<file path="src/rtl/dma_rr_pkg.sv">
package dma_rr_pkg;

  // channel that follows idx in cyclic order
  function automatic int unsigned rr_succ(input int unsigned idx, input int unsigned n);
    return (idx + 1 == n) ? 0 : idx + 1;
  endfunction

  // channel sitting k places after head, wrapping at n
  function automatic int unsigned rr_offset(input int unsigned head, input int unsigned k,
                                            input int unsigned n);
    return (head + k >= n) ? head + k - n : head + k;
  endfunction

endpackage

</file>
<file path="src/rtl/rr_select.sv">
module rr_select #(
  parameter int NUM_CH = 4,
  parameter int PTR_W  = 2
) (
  input  logic [PTR_W-1:0]  head_i,
  input  logic [NUM_CH-1:0] req_i,
  output logic              found_o,
  output logic [PTR_W-1:0]  win_o
);
  import dma_rr_pkg::*;

  logic [PTR_W-1:0] cand;

  // scan from the far end back to the head so the nearest requester wins
  always_comb begin
    found_o = 1'b0;
    win_o   = '0;
    cand    = '0;
    for (int k = NUM_CH - 1; k >= 0; k--) begin
      cand = PTR_W'(rr_offset(32'(head_i), 32'(k), 32'(NUM_CH)));
      if (req_i[cand]) begin
        found_o = 1'b1;
        win_o   = cand;
      end
    end
  end
endmodule

</file>
<file path="src/rtl/rr_order_ptr.sv">
module rr_order_ptr #(
  parameter int NUM_CH = 4,
  parameter int PTR_W  = 2
) (
  input  logic             clk,
  input  logic             rst_n,
  input  logic             rotate_i,
  input  logic [PTR_W-1:0] fin_idx_i,
  output logic [PTR_W-1:0] head_o
);
  import dma_rr_pkg::*;

  always_ff @(posedge clk or negedge rst_n) begin
    if (!rst_n)
      head_o <= '0;
    else if (rotate_i)
      head_o <= PTR_W'(rr_succ(32'(fin_idx_i), 32'(NUM_CH)));
  end
endmodule

</file>
<file path="src/rtl/grant_hold.sv">
module grant_hold #(
  parameter int NUM_CH = 4,
  parameter int PTR_W  = 2
) (
  input  logic              clk,
  input  logic              rst_n,
  input  logic              load_i,
  input  logic [PTR_W-1:0]  load_idx_i,
  input  logic              end_i,
  output logic [NUM_CH-1:0] gnt_o,
  output logic              valid_o,
  output logic [PTR_W-1:0]  idx_o
);
  always_ff @(posedge clk or negedge rst_n) begin
    if (!rst_n) begin
      gnt_o   <= '0;
      valid_o <= 1'b0;
      idx_o   <= '0;
    end else if (end_i) begin
      gnt_o   <= '0;
      valid_o <= 1'b0;
    end else if (load_i) begin
      gnt_o             <= '0;
      gnt_o[load_idx_i] <= 1'b1;
      valid_o           <= 1'b1;
      idx_o             <= load_idx_i;
    end
  end
endmodule

</file>
<file path="src/rtl/dma_rr_arbiter.sv">
module dma_rr_arbiter #(
  parameter int NUM_CH = 4,
  localparam int PTR_W = (NUM_CH > 1) ? $clog2(NUM_CH) : 1
) (
  input  logic                    clk,
  input  logic                    rst_n,
  input  logic [NUM_CH-1:0]       req_i,
  input  logic                    xfer_done_i,
  output logic [NUM_CH-1:0]       gnt_o,
  output logic                    gnt_valid_o,
  output logic [NUM_CH*PTR_W-1:0] prio_o
);
  import dma_rr_pkg::*;

  logic [PTR_W-1:0] head_q;
  logic [PTR_W-1:0] win_idx;
  logic [PTR_W-1:0] cur_idx;
  logic             any_req;

  // named internal events
  logic arb_fire;     // idle and a requester exists: grant at next edge
  logic xfer_end;     // active transfer finishes at next edge
  logic done_ignored; // done pulse with nothing granted

  assign arb_fire     = !gnt_valid_o && any_req;
  assign xfer_end     = gnt_valid_o && xfer_done_i;
  assign done_ignored = !gnt_valid_o && xfer_done_i;

  rr_select #(.NUM_CH(NUM_CH), .PTR_W(PTR_W)) u_sel (
    .head_i (head_q),
    .req_i  (req_i),
    .found_o(any_req),
    .win_o  (win_idx)
  );

  grant_hold #(.NUM_CH(NUM_CH), .PTR_W(PTR_W)) u_hold (
    .clk       (clk),
    .rst_n     (rst_n),
    .load_i    (arb_fire),
    .load_idx_i(win_idx),
    .end_i     (xfer_end),
    .gnt_o     (gnt_o),
    .valid_o   (gnt_valid_o),
    .idx_o     (cur_idx)
  );

  rr_order_ptr #(.NUM_CH(NUM_CH), .PTR_W(PTR_W)) u_ptr (
    .clk      (clk),
    .rst_n    (rst_n),
    .rotate_i (xfer_end),
    .fin_idx_i(cur_idx),
    .head_o   (head_q)
  );

  for (genvar r = 0; r < NUM_CH; r++) begin : g_rank
    assign prio_o[r*PTR_W +: PTR_W] = PTR_W'(rr_offset(32'(head_q), 32'(r), 32'(NUM_CH)));
  end
endmodule

</file>
<file path="config.mk">
export PLATFORM = sky130hd
export DESIGN_NAME = dma_rr_arbiter
export DESIGN_NICKNAME = d
export VERILOG_FILES = /design/src/rtl/dma_rr_pkg.sv /design/src/rtl/rr_select.sv /design/src/rtl/rr_order_ptr.sv /design/src/rtl/grant_hold.sv /design/src/rtl/dma_rr_arbiter.sv
export SDC_FILE = /design/constraint.sdc
export NUM_CORES = 1
export LEC_CHECK = 0
export ABC_AREA = 1
export BUFFER_PORTS_ARGS = -buffer_cell sky130_fd_sc_hd__clkbuf_2
export CAP_MARGIN = 15
export CORE_UTILIZATION = 45
export CTS_CLUSTER_DIAMETER = 60
export DETAILED_ROUTE_END_ITERATION = 7
export HOLD_SLACK_MARGIN = 0.08
export PLACE_DENSITY_LB_ADDON = 0.05
export SYNTH_ARGS = -nofsm -noshare
export SYNTH_HDL_FRONTEND = slang
export SYNTH_SLANG_ARGS = --single-unit
</file>
<file path="constraint.sdc">
create_clock -name clk -period 1.4 [get_ports clk]
set_input_delay 0.21 -clock clk [delete_from_list [all_inputs] [get_ports clk]]
set_output_delay 0.21 -clock clk [all_outputs]
set_load 0.02 [all_outputs]
</file>
[Yosys cells after proc, flatten, opt, wreduce, memory -nomap -nowiden]
Index checks and enable logic that the tools add are counted.
Word-level totals
  register bits after elaboration: 9
  word-level logic and storage cells: 57
  input bits: 7
  output and inout port bits: 13
Operators by class
  eq/ne operators: 1
  order comparisons: 10
  add/sub/neg operators: 8
  mux-type cells: 27
  bitwise logic cells: 1
  reduce and logical (&&, ||, !) cells: 6
Operators with widths (number)
  2-to-1 mux 2 bit: 9
  less-than comparator 2 x 3 -> 1 bit, second input constant: 5
  2-to-1 mux 1 bit: 11
  greater-or-equal comparator 3 bit, second input constant: 3
  binary-select mux 1 bit (select 2 bit): 4
  2-to-1 mux 4 bit: 2
  subtractor 2 x 1 -> 2 bit, second input constant: 4
  adder 2 x 1 -> 3 bit, second input constant: 2
  adder 2 x 2 -> 3 bit, second input constant: 2
  equality test 3 bit, second input constant: 1
  greater-or-equal comparator 2 x 3 -> 1 bit, second input constant: 1
  logical AND 1 bit: 3
  demux 1 bit (select 2 bit): 1
  greater-or-equal comparator 2 x 1 -> 1 bit, second input constant: 1
  AND reduction 2 bit: 1
  nonzero test 2 bit: 1
  logical NOT 1 bit: 1
  inverter 1 bit: 1

[Logic depth before layout (Yosys ltp)]
Gate-level depths: netlist of the first run.
  depth in word-level cells: 15
  gate-level depth with buffers: 13
  gate-level depth less buffers: 12

[By module]
Synthesis of the first run repeated with hierarchy kept, for this count alone.
Unflattened totals
  cells, all modules: 104
  area total of the unflattened synthesis: 659.4 sq um
By module, submodules not included
  grant_hold: instances 1, sequential area each 175.2 sq um, cells an instance 33, area each 294.0 sq um
  rr_select: instances 1, sequential area each 0.0 sq um, cells an instance 46, area each 212.7 sq um
  rr_order_ptr: instances 1, sequential area each 50.0 sq um, cells an instance 11, area each 92.6 sq um
  dma_rr_arbiter: instances 1, sequential area each 0.0 sq um, cells an instance 14, area each 60.1 sq um

[Least setup slack after synthesis of the first run]
No wires, ideal clock.
  path type: register -> register
  from: register u_ptr.head_o[0]
  to: register u_hold.gnt_o[3]
  required time: 1283 ps
  path buffers: 1
  library setup time: 117 ps
  arrival time: 1408 ps
  stages on the path, launching flop included: 13
  clock period less this slack: 1525 ps
  path slack: -125 ps
  cells stage by stage: dfrtp_1 buf_6 inv_6 nand2_4 nand2_4 inv_4 nand2_2 nand3_2 nand2_2 nand2_2 nand2_2 nand3_1 nand2_1
Between the ends
  elaborated cells on any way between the ends: 40
  those cells by class: add/sub (7); order compare (6); mux (24); reduce/logical (3)
RTL lines
  start: declaration: RTL line rr_order_ptr.sv:9  | output logic [PTR_W-1:0] head_o
  start signal: assignment: RTL line rr_order_ptr.sv:17  | head_o <= PTR_W'(rr_succ(32'(fin_idx_i), 32'(NUM_CH)));
  adder 2 x 1 -> 3 bit *
  greater-or-equal comparator 3 bit / subtractor 2 x 1 -> 2 bit (equally long branches)
  2-to-1 mux 2 bit *: RTL line dma_rr_pkg.sv:11  | return (head + k >= n) ? head + k - n : head + k;
  via prio_o[2]: RTL line dma_rr_arbiter.sv:11  | output logic [NUM_CH*PTR_W-1:0] prio_o
  binary-select mux 1 bit (select 2 bit): RTL line rr_select.sv:21  | if (req_i[cand]) begin
  2-to-1 mux 1 bit (not written as such): RTL line rr_select.sv:21
  2-to-1 mux 2 bit (2 in series): RTL line rr_select.sv:21
  less-than comparator 2 x 3 -> 1 bit (not written as such) / greater-or-equal comparator 2 x 1 -> 1 bit (equally long branches): RTL line grant_hold.sv:24  | gnt_o[load_idx_i] <= 1'b1;
  logical AND 1 bit (not written as such): RTL line grant_hold.sv:24
  2-to-1 mux 1 bit (not written as such): RTL line grant_hold.sv:24
  demux 1 bit (select 2 bit)
  2-to-1 mux 4 bit: RTL line grant_hold.sv:22  | end else if (load_i) begin
  2-to-1 mux 4 bit: RTL line grant_hold.sv:19  | end else if (end_i) begin
  end signal: assignment: RTL line grant_hold.sv:20  | gnt_o <= '0;
  end signal: assignment: RTL line grant_hold.sv:23  | gnt_o <= '0;
  end signal: indexed assignment: RTL line grant_hold.sv:24
  end: declaration: RTL line grant_hold.sv:10  | output logic [NUM_CH-1:0] gnt_o,
Mark *: on every way through the listed nets, which the timed path passes. The rest lies on a longest branch. The select of a mux whose other input is x is not followed.
A chain may end at the register's enable or synchronous reset.

[Final worst setup path of the first run]
  from: register u_ptr.head_o[0]
  to: register u_hold.gnt_o[3]
Between the ends
  word-level cells in the longest chain between the ends: 15
  elaborated cells on any way between the ends: 40
  those cells by class: add/sub (7); order compare (6); mux (24); reduce/logical (3)
Ends and longest elaborated chain (RTL line)
  adder 2 x 2 -> 3 bit: dma_rr_pkg.sv:11
  greater-or-equal comparator 3 bit / subtractor 2 x 1 -> 2 bit (equally long branches): dma_rr_pkg.sv:11
  2-to-1 mux 2 bit
  binary-select mux 1 bit (select 2 bit): rr_select.sv:21
  2-to-1 mux 1 bit (not written as such): rr_select.sv:21
  2-to-1 mux 2 bit (4 in series): rr_select.sv:21
  less-than comparator 2 x 3 -> 1 bit (not written as such) / greater-or-equal comparator 2 x 1 -> 1 bit (equally long branches): grant_hold.sv:24
  logical AND 1 bit (not written as such): grant_hold.sv:24
  2-to-1 mux 1 bit (not written as such): grant_hold.sv:24
  demux 1 bit (select 2 bit)
  2-to-1 mux 4 bit: grant_hold.sv:22
  2-to-1 mux 4 bit: grant_hold.sv:19
Parallel ways exist; a longest one is shown, timed or not. The select of a mux whose other input is x is not followed.

==> impl_results.md, run 1 <==
* Status: complete, but fails checks
* Violated checks: setup timing
* Critical path class: flop to flop
* Layout cell share with drive strength beyond 1 at 58.6%
* PD cells at 2790 mW/mm^2
* Final Max Slew Viols at 0
* Syn-to-layout area delta at 38.1%
* Synth Cell Area at 673 um^2
* Hold Crit Class: primary input to flop
* P_leak at 0.503 nW
* Final setup viols at 7
* RSZ-0062 raised after global routing: yes
* Drt wl/cell at 12.4 um
* Remaining DRCs at 0
* Tot GR Track Use at 22.4%
* Ant diodes at 0
* Synth warn at 0
* Switching part of the total at 54.7%
* DR vias at 625
* Slowest CP cell: dfrtp_2
* Final worst path period need at 1.44 ns
* R2R Path Start: u_ptr.head_o[0]
* Fillers at 127
* Slew @ Worst Pin at 0.308 ns
* Row count at 13
* Dpl hpwl at 1.16 mm
* Nets at 120
* Port Buffers at 19
* Vias in the first global route at 531
* Clock power share at 7.9%
* Cell accounting for the most synthesized area: dfrtp_1
* Root Buffer: clkbuf_4
* 1st-pass router iterations at 4
* Critical Path Max Stage Delay at 0.55 ns
* Cell count after synthesis at 87
* Setup Skew at 0.00518 ns
* First-pass GRT wire length at 2.39 mm
* Max Cap Viol at 0
* Vias per cell at 4.96
* Top cells by area, synth: dfrtp_1 33%, nand2_1 12%, nand2_2 12%, nand3_2 7.4%, inv_1 5.0%
* Final WL at 1.56 mm
* Slew margin rel. at 79.5%
* R2R Path End: u_hold.gnt_o[3]
* Switching pwr at 1.42 mW
* Largest net degree at the start of global routing at 10
* Unique masters post-synth at 23
* Die Span Y at 40.7 um
* R2r worst-path depth at 8
* GPL Wtd Cong at 0.786
* Multi-input logic area at 457 um^2
* Initial Util at 49.9%
* Critical Path RT at 1.60 ns
* Post-Syn Area per Cell at 7.74 um^2
* Die Wd at 40.7 um
* H-tree levels at 1
* CTS tree: yes
* Sequential-to-total area share from yosys stat at 33.5%
* Clock Pin Slew Worst Setup and Hold Paths at 0.06 ns
* Total CTS buffers at 3
* Core area at 0.00135 mm^2
* Gr ovfl total at 0
* Core Util, Final at 68.9%
* Setup ws final at -0.0436 ns
* Post-route setup TNS at -0.264 ns
* #FFs+latches synth at 9
* Die area at 0.00165 mm^2
* Critical path cell sequence: nand2_2, o21ai_4, nor2_4, nor2_1, nand3_4, nand2_4, nand3_2, nand2_1
* Clk sinks at 9
* Final hold vios at 0
* Flip-flop and latch area at 228 um^2
* Worst VDD drop at 1790 uV
* Initial antenna violation count at 0
* I/O pins at 20
* Placed inst area at 802 um^2
* Area share of the largest cell type after synthesis at 33.5%
* Worst Hold Launch: xfer_done_i
* Post-Synthesis Net Count at 95
* Int Power at 1.17 mW
* Reg-to-reg setup timing slack at -0.04 ns
* Final ANT Viol Nets at 0
* CP Launch Type: flop
* CTS max path bufs at 2
* Final Instance Area at 930 um^2
* Clk Latency, worst-skew pair at 0.26 ns
* CP Launch Point: u_ptr.head_o[0]
* Crit-path max FO at 8
* Gate power share at 71.4%
* Maximum operating frequency at 693 MHz
* Sequential Power Share at 20.7%
* Critical path arrival at 1.64 ns
* Worst Setup End Kind: flop
* Fin crit share at 103%
* 1st-iter DRT viols at 10
* Hold Path Sink: u_hold.valid_o
* DP Worst Slack at -0.00135 ns
* Worst Hold Depth at 2
## layer usage
metal	up-vias	global-route usage (%)	share of wire, %
met5	-	0	0
met4	0	7.50	0
met3	0	6.52	4.6
met2	20	31.7	47
met1	286	32.0	48
li1	319	-	-
## power groups by stage
stage	clock network [mW]	registers [mW]	logic, mW
floorplan	0	0.570	1.17
global placement	0	0.519	1.54
finish	0.205	0.537	1.85
CTS	0.211	0.521	1.62
global route	0.225	0.555	2.04
detailed placement	0	0.521	1.56
## worst max path at each step
stage	endpoint	slack, ns
3_5_place_dp	u_hold.gnt_o[3]	-0.001
4_1_cts	prio_o[3]	-0.02
5_1_grt	u_hold.gnt_o[0]	-0.13
6_report	u_hold.gnt_o[3]	-0.04
2_1_floorplan	u_hold.gnt_o[3]	-0.04
3_3_place_gp	u_hold.gnt_o[3]	0.01
## cell usage after synthesis
master / n
a31oi_1: 1
dfrtp_1: 9
inv_4: 1
o21ai_0: 1
o21ai_1: 1
ha_1: 1
clkinv_1: 1
nand3_1: 6
inv_1: 9
inv_2: 2
nor2_1: 4
inv_6: 1
o31ai_1: 1
nand2_4: 2
nand2_1: 22
a21oi_1: 1
o21ai_4: 1
buf_6: 1
buf_4: 2
nor2_4: 1
nand3_2: 5
nand2_2: 13
o21bai_2: 1
## worst max-delay path, delay by kind of cell, from the launching register on
kind,cells,cell delay [ns]
compound gates,1,0.12
flops,1,0.55
simple gates,7,0.71
## cells by family (layout without fill, tap and decap cells)
group                    count (synthesis)  after routing  share of synthesized area [%]
AO/OA/AOI/OAI                            7              7                           8.36
adder cells (fa/ha/maj)                  1              1                           1.86
buffers and inverters                   17             41                           12.8
flip-flops                               9              9                           33.5
AND/OR/NAND/NOR                         53             53                           43.5
## flip-flops by register name (all words and copies together) (netlist names)
register        flops
u_hold.valid_o      1
u_hold.idx_o        2
u_hold.gnt_o        4
u_ptr.head_o        2
## layout by cell type (no fill, tap or decap), types with 2 or more instances in the layout
cell / n
nand3_4: 2
buf_4: 3
nand2_4: 7
clkbuf_4: 3
inv_1: 6
nand2_2: 11
nor2_1: 4
nand3_1: 3
clkbuf_2: 17
dfrtp_1: 7
inv_2: 5
nand3_2: 6
nand2_8: 2
dfrtp_2: 2
nand2_1: 17
## through the flow
stage | total power, mW | hold WS [ns] | instances
final | 2.59 | 0.149 | 126
after global routing | 2.81 | 0.154 | 126
after CTS | 2.35 | 0.145 | 126
after detailed placement | 2.08 | 0.0784 | 121
after global placement | 2.06 | 0.0752 | 121
after floorplan | 1.74 | -0.0856 | 87
## repair_timing
item / CTS / global route
gates resized for setup: 5 / 19
endpoints found under the setup margin: 3 / 10
hold buffers: 1 / 0
pin swaps: 2 / 8
hold endpoints to repair: 9 / 0
buffers inserted: 0 / 0
## cell type report
cell class	instances	share of cell area (%)
inverter	14	6.73
tap	15	2.02
sequential	9	24.5
timing repair buffer	23	14.8
multi-input combinational	61	49.1
clock buffer	4	2.83
Power figures use the tool's default switching activity.
==> run 2, diff against run 1 <==
--- a/config.mk
+++ b/config.mk
@@ -8,7 +8,7 @@
 export ABC_AREA = 1
 export BUFFER_PORTS_ARGS = -buffer_cell sky130_fd_sc_hd__clkbuf_2
 export CAP_MARGIN = 15
-export CORE_UTILIZATION = 45
+export CORE_UTILIZATION = 30
 export CTS_CLUSTER_DIAMETER = 60
 export DETAILED_ROUTE_END_ITERATION = 7
 export HOLD_SLACK_MARGIN = 0.08
==> impl_results.md, run 2 (synthesis results as in run 1) <==
* Status: complete, but fails checks
* Violated checks: setup timing
* Critical path cell sequence: inv_8, nand2_8, nand2_8, inv_6, clkbuf_8
* Cell mode on critical path: nand2_8
* Max Cap Viol at 0 (unchanged)
* Layout cell share with drive strength beyond 1 at 63.4% (+4.8 points)
* Crit-path max FO at 8 (unchanged)
* Final WL at 1.48 mm (-4.8%)
* Initial antenna violation count at 0 (unchanged)
* Critical path arrival at 1.25 ns (-0.39 ns)
* CTS tree: yes
* Final hold vios at 0 (unchanged)
* Remaining DRCs at 0 (unchanged)
* Largest register FFs at 4 (unchanged)
* Worst VDD drop at 1060 uV (-41%)
* Setup Skew at 0.00224 ns (-0.00294 ns)
* DR vias at 597 (-4.5%)
* 1st-pass router iterations at 2 (-2)
* Critical Path Max Stage Delay at 0.53 ns (-0.02 ns)
* Slew margin rel. at 78.6% (-0.83 points)
* CP Launch Point: u_ptr.head_o[0]
* Switching part of the total at 54.3% (-0.44 points)
* Drt wl/cell at 10.7 um (-14%)
* Multi-input logic area at 490 um^2 (+7.4%)
* Syn-to-layout area delta at 47.4%
* Final ANT Viol Nets at 0 (unchanged)
* Commonest non-fill, non-tap cell in the layout: clkbuf_2
* Fin crit share at 104% (+0.84 points)
* Commonest non-fill, non-tap cells in the layout: 17 x clkbuf_2, 14 x nand2_1, 11 x nand2_2
* Final Max Slew Viols at 0 (unchanged)
* Dpl hpwl at 1.11 mm (-4.3%)
* CTS max path bufs at 2 (unchanged)
* P_leak at 0.522 nW (+3.8%)
* Vias in the first global route at 516 (-2.8%)
* Root Buffer: clkbuf_4
* Tot GR Track Use at 12.8% (-9.6 points)
* I/O pins at 20 (unchanged)
* Switching pwr at 1.46 mW (+3.1%)
* CP Launch Type: flop
* Slew @ Worst Pin at 0.321 ns (+0.0125 ns)
* First-pass GRT wire length at 2.37 mm (-1.2%)
* Int Power at 1.23 mW (+5.0%)
* Core Util, Final at 48.6% (-20 points)
* Setup ws final at -0.0553 ns (-0.0117 ns)
* Critical path class: flop to output pin
* Clk sinks at 9 (unchanged)
* Port Buffers at 19 (unchanged)
* Placed inst area at 817 um^2 (+1.9%)
* Hold Crit Class: primary input to flop
* Row count at 16 (+3)
* Largest net degree at the start of global routing at 10 (unchanged)
* Gr ovfl total at 0 (unchanged)
* 1st-iter DRT viols at 7 (-3)
* Final setup viols at 10 (+3)
* Die Span Y at 49.4 um (+21%)
* Sequential Power Share at 20.2% (-0.5 points)
* Initial Util at 33.0% (-17 points)
* Fillers at 223 (+76%)
* Post-route setup TNS at -0.217 ns (+0.0473 ns)
* Clock Pin Slew Worst Setup and Hold Paths at 0.06 ns (about the same)
* Slowest CP cell: dfrtp_2
* Clock power share at 7.5% (-0.4 points)
* Maximum operating frequency at 687 MHz (-0.80%)
* Core area at 0.00204 mm^2 (+51%)
* R2R Path Start: u_ptr.head_o[0]
* Regs by FF count: u_hold.gnt_o: 4 flops, u_hold.idx_o: 2 flops, u_ptr.head_o: 2 flops
* Vias per cell at 4.29 (-13%)
* Nets at 121 (+0.83%)
* Die Wd at 49.4 um (+21%)
* Flip-flop and latch area at 228 um^2 (unchanged)
* DP Worst Slack at -0.00707 ns (-0.00573 ns)
* Worst Hold Launch: xfer_done_i
* Die area at 0.00244 mm^2 (+47%)
* Gate power share at 72.3% (+0.9 points)
* Clk Latency, worst-skew pair at 0.26 ns (about the same)
* Final worst path period need at 1.46 ns (+0.0117 ns)
* Critical Path RT at 1.19 ns (-0.41 ns)
* Final Instance Area at 992 um^2 (+6.7%)
* H-tree levels at 1 (unchanged)
* Worst Setup End Kind: output pin
* GPL Wtd Cong at 0.770 (-2.0%)
* Ant diodes at 0 (unchanged)
* PD cells at 2720 mW/mm^2 (-2.6%)
* Total CTS buffers at 3 (unchanged)
* Most flops, register: u_hold.gnt_o
* RSZ-0062 raised after global routing: yes
* Hold WS at 0.154 ns (+0.00480 ns)
-- run 2: power groups by stage --
stage                     clock [mW]  combinational [mW]  sequential (mW)
final                          0.203                1.95            0.545
after global placement             0                1.55            0.525
after CTS                      0.215                1.61            0.521
after floorplan                    0                1.17            0.570
after global routing           0.231                2.14            0.566
after detailed placement           0                1.55            0.524
-- run 2: layout make-up --
class                   instances  area share, %
clock buffers                   4           2.65
inverters                      14           7.06
multi-input cells              61           49.4
flip-flops and latches          9           23.0
well taps                      27           3.40
repair buffers                 24           14.5
-- run 2: timing repair --
| item | CTS | global route |
|---|---|---|
| endpoints found under the hold margin | 9 | 0 |
| pin swaps | 0 | 3 |
| setup endpoints to repair | 5 | 10 |
| resized for setup | 2 | 33 |
| hold buffers | 1 | 0 |
| gates cloned | 0 | 0 |
| buffers inserted | 1 | 0 |
-- run 2: path summary, 6_finish.rpt --
kind	to	slack, ns	cells after the start
setup / recovery	prio_o[3]	-0.06	5
hold / removal	u_hold.valid_o	0.15	2
setup reg to reg	u_hold.gnt_o[3]	-0.04	12
hold reg to reg	u_hold.gnt_o[3]	0.48	2
max in group asynchronous	u_ptr.head_o[1]	0.84	2
min in group asynchronous	u_hold.idx_o[0]	0.34	2
-- run 2: per-stage QoR --
step,instances,total power [mW]
after CTS,139,2.35
after detailed placement,133,2.07
after global routing,139,2.94
after floorplan,87,1.74
after global placement,133,2.07
final,139,2.70
-- run 2: critical path: cells and delay by family (launching register included) --
family	cells	cell delay (ns)
buf+inv	3	0.32
simple gates	2	0.14
flops	1	0.53
-- run 2: routing by layer --
layer | wire length, um | part of all wire (%) | track usage [%]
met3 | 78 | 5.3 | 5.61
met2 | 630 | 42 | 17.1
met1 | 763 | 51 | 18.6
met4 | 10 | 0.67 | 2.86
met5 | 0 | 0 | 0
